--- src/rtl/load_use_pkg.sv ---
`timescale 1ns/1ps
package load_use_pkg;

    typedef struct packed {
        logic pc_we;
        logic ifid_we;
        logic idex_bubble;
    } front_ctrl_t;

    localparam front_ctrl_t FRONT_RUN    = '{pc_we: 1'b1, ifid_we: 1'b1, idex_bubble: 1'b0};
    localparam front_ctrl_t FRONT_FREEZE = '{pc_we: 1'b0, ifid_we: 1'b0, idex_bubble: 1'b1};

endpackage

--- src/rtl/lu_src_match.sv ---
`timescale 1ns/1ps
module lu_src_match #(
    parameter int REG_AW = 5
) (
    input  logic [REG_AW-1:0] src_idx,
    input  logic              src_used,
    input  logic              src_late,
    input  logic              ex_is_load,
    input  logic [REG_AW-1:0] ex_dst,
    output logic              hit
);
    logic dst_live;
    logic early_need;

    always_comb begin
        dst_live   = ex_is_load && (ex_dst != '0);
        early_need = src_used && !src_late;
        hit        = dst_live && early_need && (src_idx == ex_dst);
    end

endmodule

--- src/rtl/lu_front_ctrl.sv ---
`timescale 1ns/1ps
module lu_front_ctrl
    import load_use_pkg::*;
(
    input  logic        freeze,
    output front_ctrl_t ctrl
);
    always_comb begin
        ctrl = freeze ? FRONT_FREEZE : FRONT_RUN;
    end

endmodule

--- src/rtl/load_use_interlock.sv ---
`timescale 1ns/1ps
module load_use_interlock
    import load_use_pkg::*;
#(
    parameter int REG_AW = 5
) (
    input  logic [REG_AW-1:0] id_rs,
    input  logic [REG_AW-1:0] id_rt,
    input  logic              id_rs_used,
    input  logic              id_rt_used,
    input  logic              id_rt_mem_only,
    input  logic              ex_valid,
    input  logic              ex_mem_read,
    input  logic [REG_AW-1:0] ex_dst,
    output logic              pc_we,
    output logic              ifid_we,
    output logic              idex_bubble
);
    localparam int NUM_SRC = 2;

    logic [REG_AW-1:0] src_idx  [NUM_SRC];
    logic              src_used [NUM_SRC];
    logic              src_late [NUM_SRC];
    logic [NUM_SRC-1:0] src_hit;
    logic              ex_is_load;
    logic              freeze_d;
    front_ctrl_t       ctrl_d;

    always_comb begin
        src_idx[0]  = id_rs;
        src_used[0] = id_rs_used;
        src_late[0] = 1'b0;
        src_idx[1]  = id_rt;
        src_used[1] = id_rt_used;
        src_late[1] = id_rt_mem_only;
        ex_is_load  = ex_valid && ex_mem_read;
    end

    for (genvar g = 0; g < NUM_SRC; g++) begin : g_src
        lu_src_match #(.REG_AW(REG_AW)) u_match (
            .src_idx    (src_idx[g]),
            .src_used   (src_used[g]),
            .src_late   (src_late[g]),
            .ex_is_load (ex_is_load),
            .ex_dst     (ex_dst),
            .hit        (src_hit[g])
        );
    end

    always_comb begin
        freeze_d = |src_hit;
    end

    lu_front_ctrl u_front (
        .freeze (freeze_d),
        .ctrl   (ctrl_d)
    );

    always_comb begin
        pc_we       = ctrl_d.pc_we;
        ifid_we     = ctrl_d.ifid_we;
        idex_bubble = ctrl_d.idex_bubble;
    end

endmodule

--- config.mk ---
export PLATFORM = sky130hd
export DESIGN_NAME = load_use_interlock
export DESIGN_NICKNAME = d
export VERILOG_FILES = /design/src/rtl/load_use_pkg.sv /design/src/rtl/lu_src_match.sv /design/src/rtl/lu_front_ctrl.sv /design/src/rtl/load_use_interlock.sv
export SDC_FILE = /design/constraint.sdc
export NUM_CORES = 1
export LEC_CHECK = 0
export ABC_CLOCK_PERIOD_IN_PS = 1100
export BUFFER_PORTS_ARGS = -buffer_cell sky130_fd_sc_hd__buf_2
export CORE_AREA = 2 2 39 41
export DETAILED_ROUTE_END_ITERATION = 12
export DIE_AREA = 0 0 41 43
export GPL_TIMING_DRIVEN = 0
export SLEW_MARGIN = 30
export SYNTH_ARGS = -nofsm -noshare
export SYNTH_HDL_FRONTEND = slang
export SYNTH_HIERARCHICAL = 1
export SYNTH_SLANG_ARGS = --single-unit
--- constraint.sdc ---
create_clock -name vclk -period 1.1
set_input_delay 0.11 -clock vclk [all_inputs]
set_output_delay 0.11 -clock vclk [all_outputs]
set_load 0.1 [all_outputs]
# Word-level counts from Yosys, hierarchy flattened
# Index checks and enable logic that the tools add are counted.
# Widths: inputs -> output; s select.
dict set report word_totals {
  reg_bits 0
  input_bits 20
  output_inout_bits 3
  elab_cells 13
}
dict set report op_classes {
  eq_ne 2
  mux 1
  reduce_logical 10
}
# operator count
set op_table {}
lappend op_table {{$eq 5x5->1} 2}
lappend op_table {{$logic_and 1x1->1} 7}
lappend op_table {{$reduce_bool 5->1} 1}
lappend op_table {{$mux 3} 1}
lappend op_table {{$reduce_or 2->1} 1}
lappend op_table {{$logic_not 1->1} 1}

# Logic depth before layout (Yosys ltp)
dict set report depth {
  ltp_word 6
  depth_mapped 6
  ltp_nobuf 5
}

# Cells and area by module
# Netlist, hierarchy kept.
# module n_inst cells_per_inst area_each_um2 seq_area_each_um2
set modules_own_cells {}
lappend modules_own_cells {lu_src_match 2 10 72.6 0.0}
lappend modules_own_cells {lu_front_ctrl 1 3 18.8 0.0}
lappend modules_own_cells {load_use_interlock 1 3 16.3 0.0}

# Worst setup path before layout
# OpenSTA, ideal clock, no wires.
dict set report synth_path {
  kind {input port to output port}
  startpoint {input port ex_dst[0]}
  endpoint {output port pc_we}
  arrival_ns 1.808
  required_ns 0.990
  path_slack_ns -0.818
  cell_stages 5
  cell_sequence {o41ai_1 > a211oi_1 > or2_1 > inv_1 > buf_4}
}
dict set report synth_between {
  elab_chain_len 6
}
# element line
set synth_rtl {}
lappend synth_rtl {{from (decl)} load_use_interlock.sv:14} ;# input logic [REG_AW-1:0] ex_dst,
lappend synth_rtl {{$reduce_bool 5->1} lu_src_match.sv:16} ;# dst_live = ex_is_load && (ex_dst != '0);
lappend synth_rtl {{$logic_and 1x1->1} lu_src_match.sv:16}
lappend synth_rtl {{$logic_and 1x1->1} lu_src_match.sv:18} ;# hit = dst_live && early_need && (src_idx == ex_dst);
lappend synth_rtl {{$logic_and 1x1->1 (*)} lu_src_match.sv:18}
lappend synth_rtl {{named net src_hit[1]} load_use_interlock.sv:24} ;# logic [NUM_SRC-1:0] src_hit;
lappend synth_rtl {{$reduce_or 2->1 (*)} load_use_interlock.sv:51} ;# freeze_d = |src_hit;
lappend synth_rtl {{named net freeze_d} load_use_interlock.sv:26} ;# logic freeze_d;
lappend synth_rtl {{$mux 3 (*)} lu_front_ctrl.sv:9} ;# ctrl = freeze ? FRONT_FREEZE : FRONT_RUN;
lappend synth_rtl {{to (decl)} load_use_interlock.sv:15} ;# output logic pc_we,
# The timed path passes the listed nets; every way through them passes the cells marked *.

# Worst setup path in the final report
# Ends and elaborated chain as after synthesis.

==> metrics.md <==
| Metric | Value |
|---|---|
| Post-synth top area cell | xnor2_1 |
| Final setup margin | -324.1 ps |
| Max Fanout on Critical Path | 4 |
| Most common cell in the synthesized netlist | xnor2_1 |
| Worst Setup End Kind | primary output |
| Final #Nets | 71 |
| Fin. Hold Viols | 0 |
| Slew Limit Fails | 0 |
| RSZ-0062 raised after global routing | true |
| Worst path slowest cell | o41ai_4 |
| Hold WC Path Type | in2out |
| Global route overflow | 0 |
| Die Area | 1763 µm² |
| Routed len/inst | 8.708 µm |
| Synth Area per Inst | 6.930 µm² |
| DP Wirelength | 492.1 µm |
| Synth area leaders | xnor2_1, nand4b_1, o41ai_1 |
| Status | finished with violations |
| Drt drc | 0 |
| Max stage delay on crit path | 350 ps |
| Worst setup SP type | input pin |
| Num sequential | 0 |
| Sequential share of the synthesized area | 0% |
| Routed WL | 566 µm |
| Post-CTS Hold Buffers | 0 |
| Peak VDD IR | 129.1 µV |
| Antenna-violating nets left | 0 |
| Worst EP arrival | 1310 ps |
| CP required | 990 ps |
| Post-Synthesis Cells | 26 |
| Critical Path Source | ex_dst[0] |
| Synth unique cells | 12 |
| Register area | 0 µm² |
| Number of vias per cell | 4.031 |
| Core Footprint | 1384 µm² |
| Die Height | 43 µm |
| Share of cells above drive strength 1 | 81.63% |
| Hold path depth | 6 |
| RePlAce Congestion | 0.6831 |
| Failing checks | setup timing |
| Std-Cell Rows | 14 |
| Mapped Nets | 46 |
| DRT Pass-1 Iters | 3 |
| Worst hold slack | 969.1 ps |
| Synth warn | 6 |
| Most common cell on crit path | buf_12 |
| Clk_buf instances | 0 |
| Final Total Pwr | 155.5 µW |
| Worst Hold Launch | ex_dst[3] |
| Vias | 262 |
| Layout area overhead | 189.6% |
| Syn Std Cell Area | 180.2 µm² |
| Post-layout min period | 1424 ps |
| Leakage power | 0.0002270 µW |
| Die width | 41 µm |
| Max Fclk | 0.7022 GHz |
| I/O Buffers | 23 |
| Initial DRC count | 4 |
| Global-route wire length before repair | 862 µm |
| Synth top area share | 38.89% |
| Initial Util | 13.02% |
| Crit-path cells | buf_6 -> o41ai_4 -> a211oi_2 -> or2_4 -> clkinvlp_4 -> buf_12 -> buf_12 |
| Final setup fails | 3 |
| # fillers | 148 |
| Power Density | 298.0 nW/µm² |
| Max-cap violations | 0 |
| CP Class | in2out |
| Largest net degree at the start of global routing | 5 |
| Number of global-route vias before repair | 240 |
| Worst Hold End | idex_bubble |
| Initial antenna violation count | 0 |
| Io pins | 23 |
| Antenna diodes | 0 |
| GRT Util Overall | 6.513% |
| Period utilization | 129.5% |
## worst max path at each step
stage / slack, ps / cells after the start / endpoint
final: -320 / 7 / pc_we
after global routing: -380 / 7 / pc_we
after CTS: -310 / 8 / pc_we
after detailed placement: -560 / 7 / pc_we
after global placement: -560 / 7 / pc_we
after floorplan: -480 / 6 / pc_we
## routing by layer
layer	GRT usage [%]	part of all wire, %	vias up
met2	12.81	55	10
met5	0	0	-
met4	0	0	0
li1	-	-	137
met1	7.668	38	115
met3	0	6.7	0
## repair_timing
action,in CTS,in global routing
pin swaps,9,1
buffers inserted,0,0
setup endpoints to repair,3,3
resized for setup,22,9
## stage by stage
stage | cell area, µm² | util [%] | cells | setup TNS, ps | setup WS [ps]
finish | 521.8 | 37.70 | 65 | -865.1 | -324.1
global route | 521.8 | 37.70 | 65 | -1014 | -377.3
CTS | 473.0 | 34.18 | 65 | -844.8 | -313.5
detailed placement | 384.1 | 27.76 | 65 | -1518 | -563.6
global placement | 384.1 | 27.76 | 65 | -1513 | -556.6
floorplan | 249.0 | - | 26 | -664.0 | -478.0
## power by group
| part | internal, µW | switching, µW | leakage, µW |
|---|---|---|---|
| sequential | 0 | 0 | 0 |
| combinational | 92.8 | 62.7 | 0.000227 |
| clock | 0 | 0 | 0 |
| total | 92.8 | 62.7 | 0.000227 |
## cell usage in the layout (no fill, tap or decap), drive strengths merged
cell | netlist | routed
a211oi | 2 | 2
nand3 | 2 | 2
conb | 1 | 1
buf | 2 | 25
or2 | 1 | 1
nand2 | 2 | 2
o41ai | 2 | 2
nor2 | 2 | 2
xnor2 | 8 | 8
nand4b | 2 | 2
clkinvlp | 0 | 1
and2 | 1 | 1
## kinds of logic (layout without fill, tap and decap cells)
family                 count (synthesis)  count (layout)  synth area share [%]
AO/OA/AOI/OAI                          4               4                 18.05
AND/OR/NAND/NOR                       10              10                 30.57
other                                  1               1                 2.081
buffers and inverters                  3              26                 10.41
XOR/XNOR                               8               8                 38.89
## area by class of cell
| class | count | area, µm² | share of cell area [%] |
|---|---|---|---|
| buffer | 2 | 31.28 | 5.995 |
| inverter | 1 | 7.507 | 1.439 |
| multi-input combinational | 23 | 269.0 | 51.56 |
| tap | 16 | 20.02 | 3.837 |
| timing repair buffer | 23 | 193.9 | 37.17 |
## critical path, delay by kind of cell
family / cells / cell delay (ps)
buffers and inverters: 4 / 480
AOI/OAI and AO/OA: 2 / 460
and+or+nand+nor: 1 / 280
No activity file was read; power rests on OpenSTA's default activity.
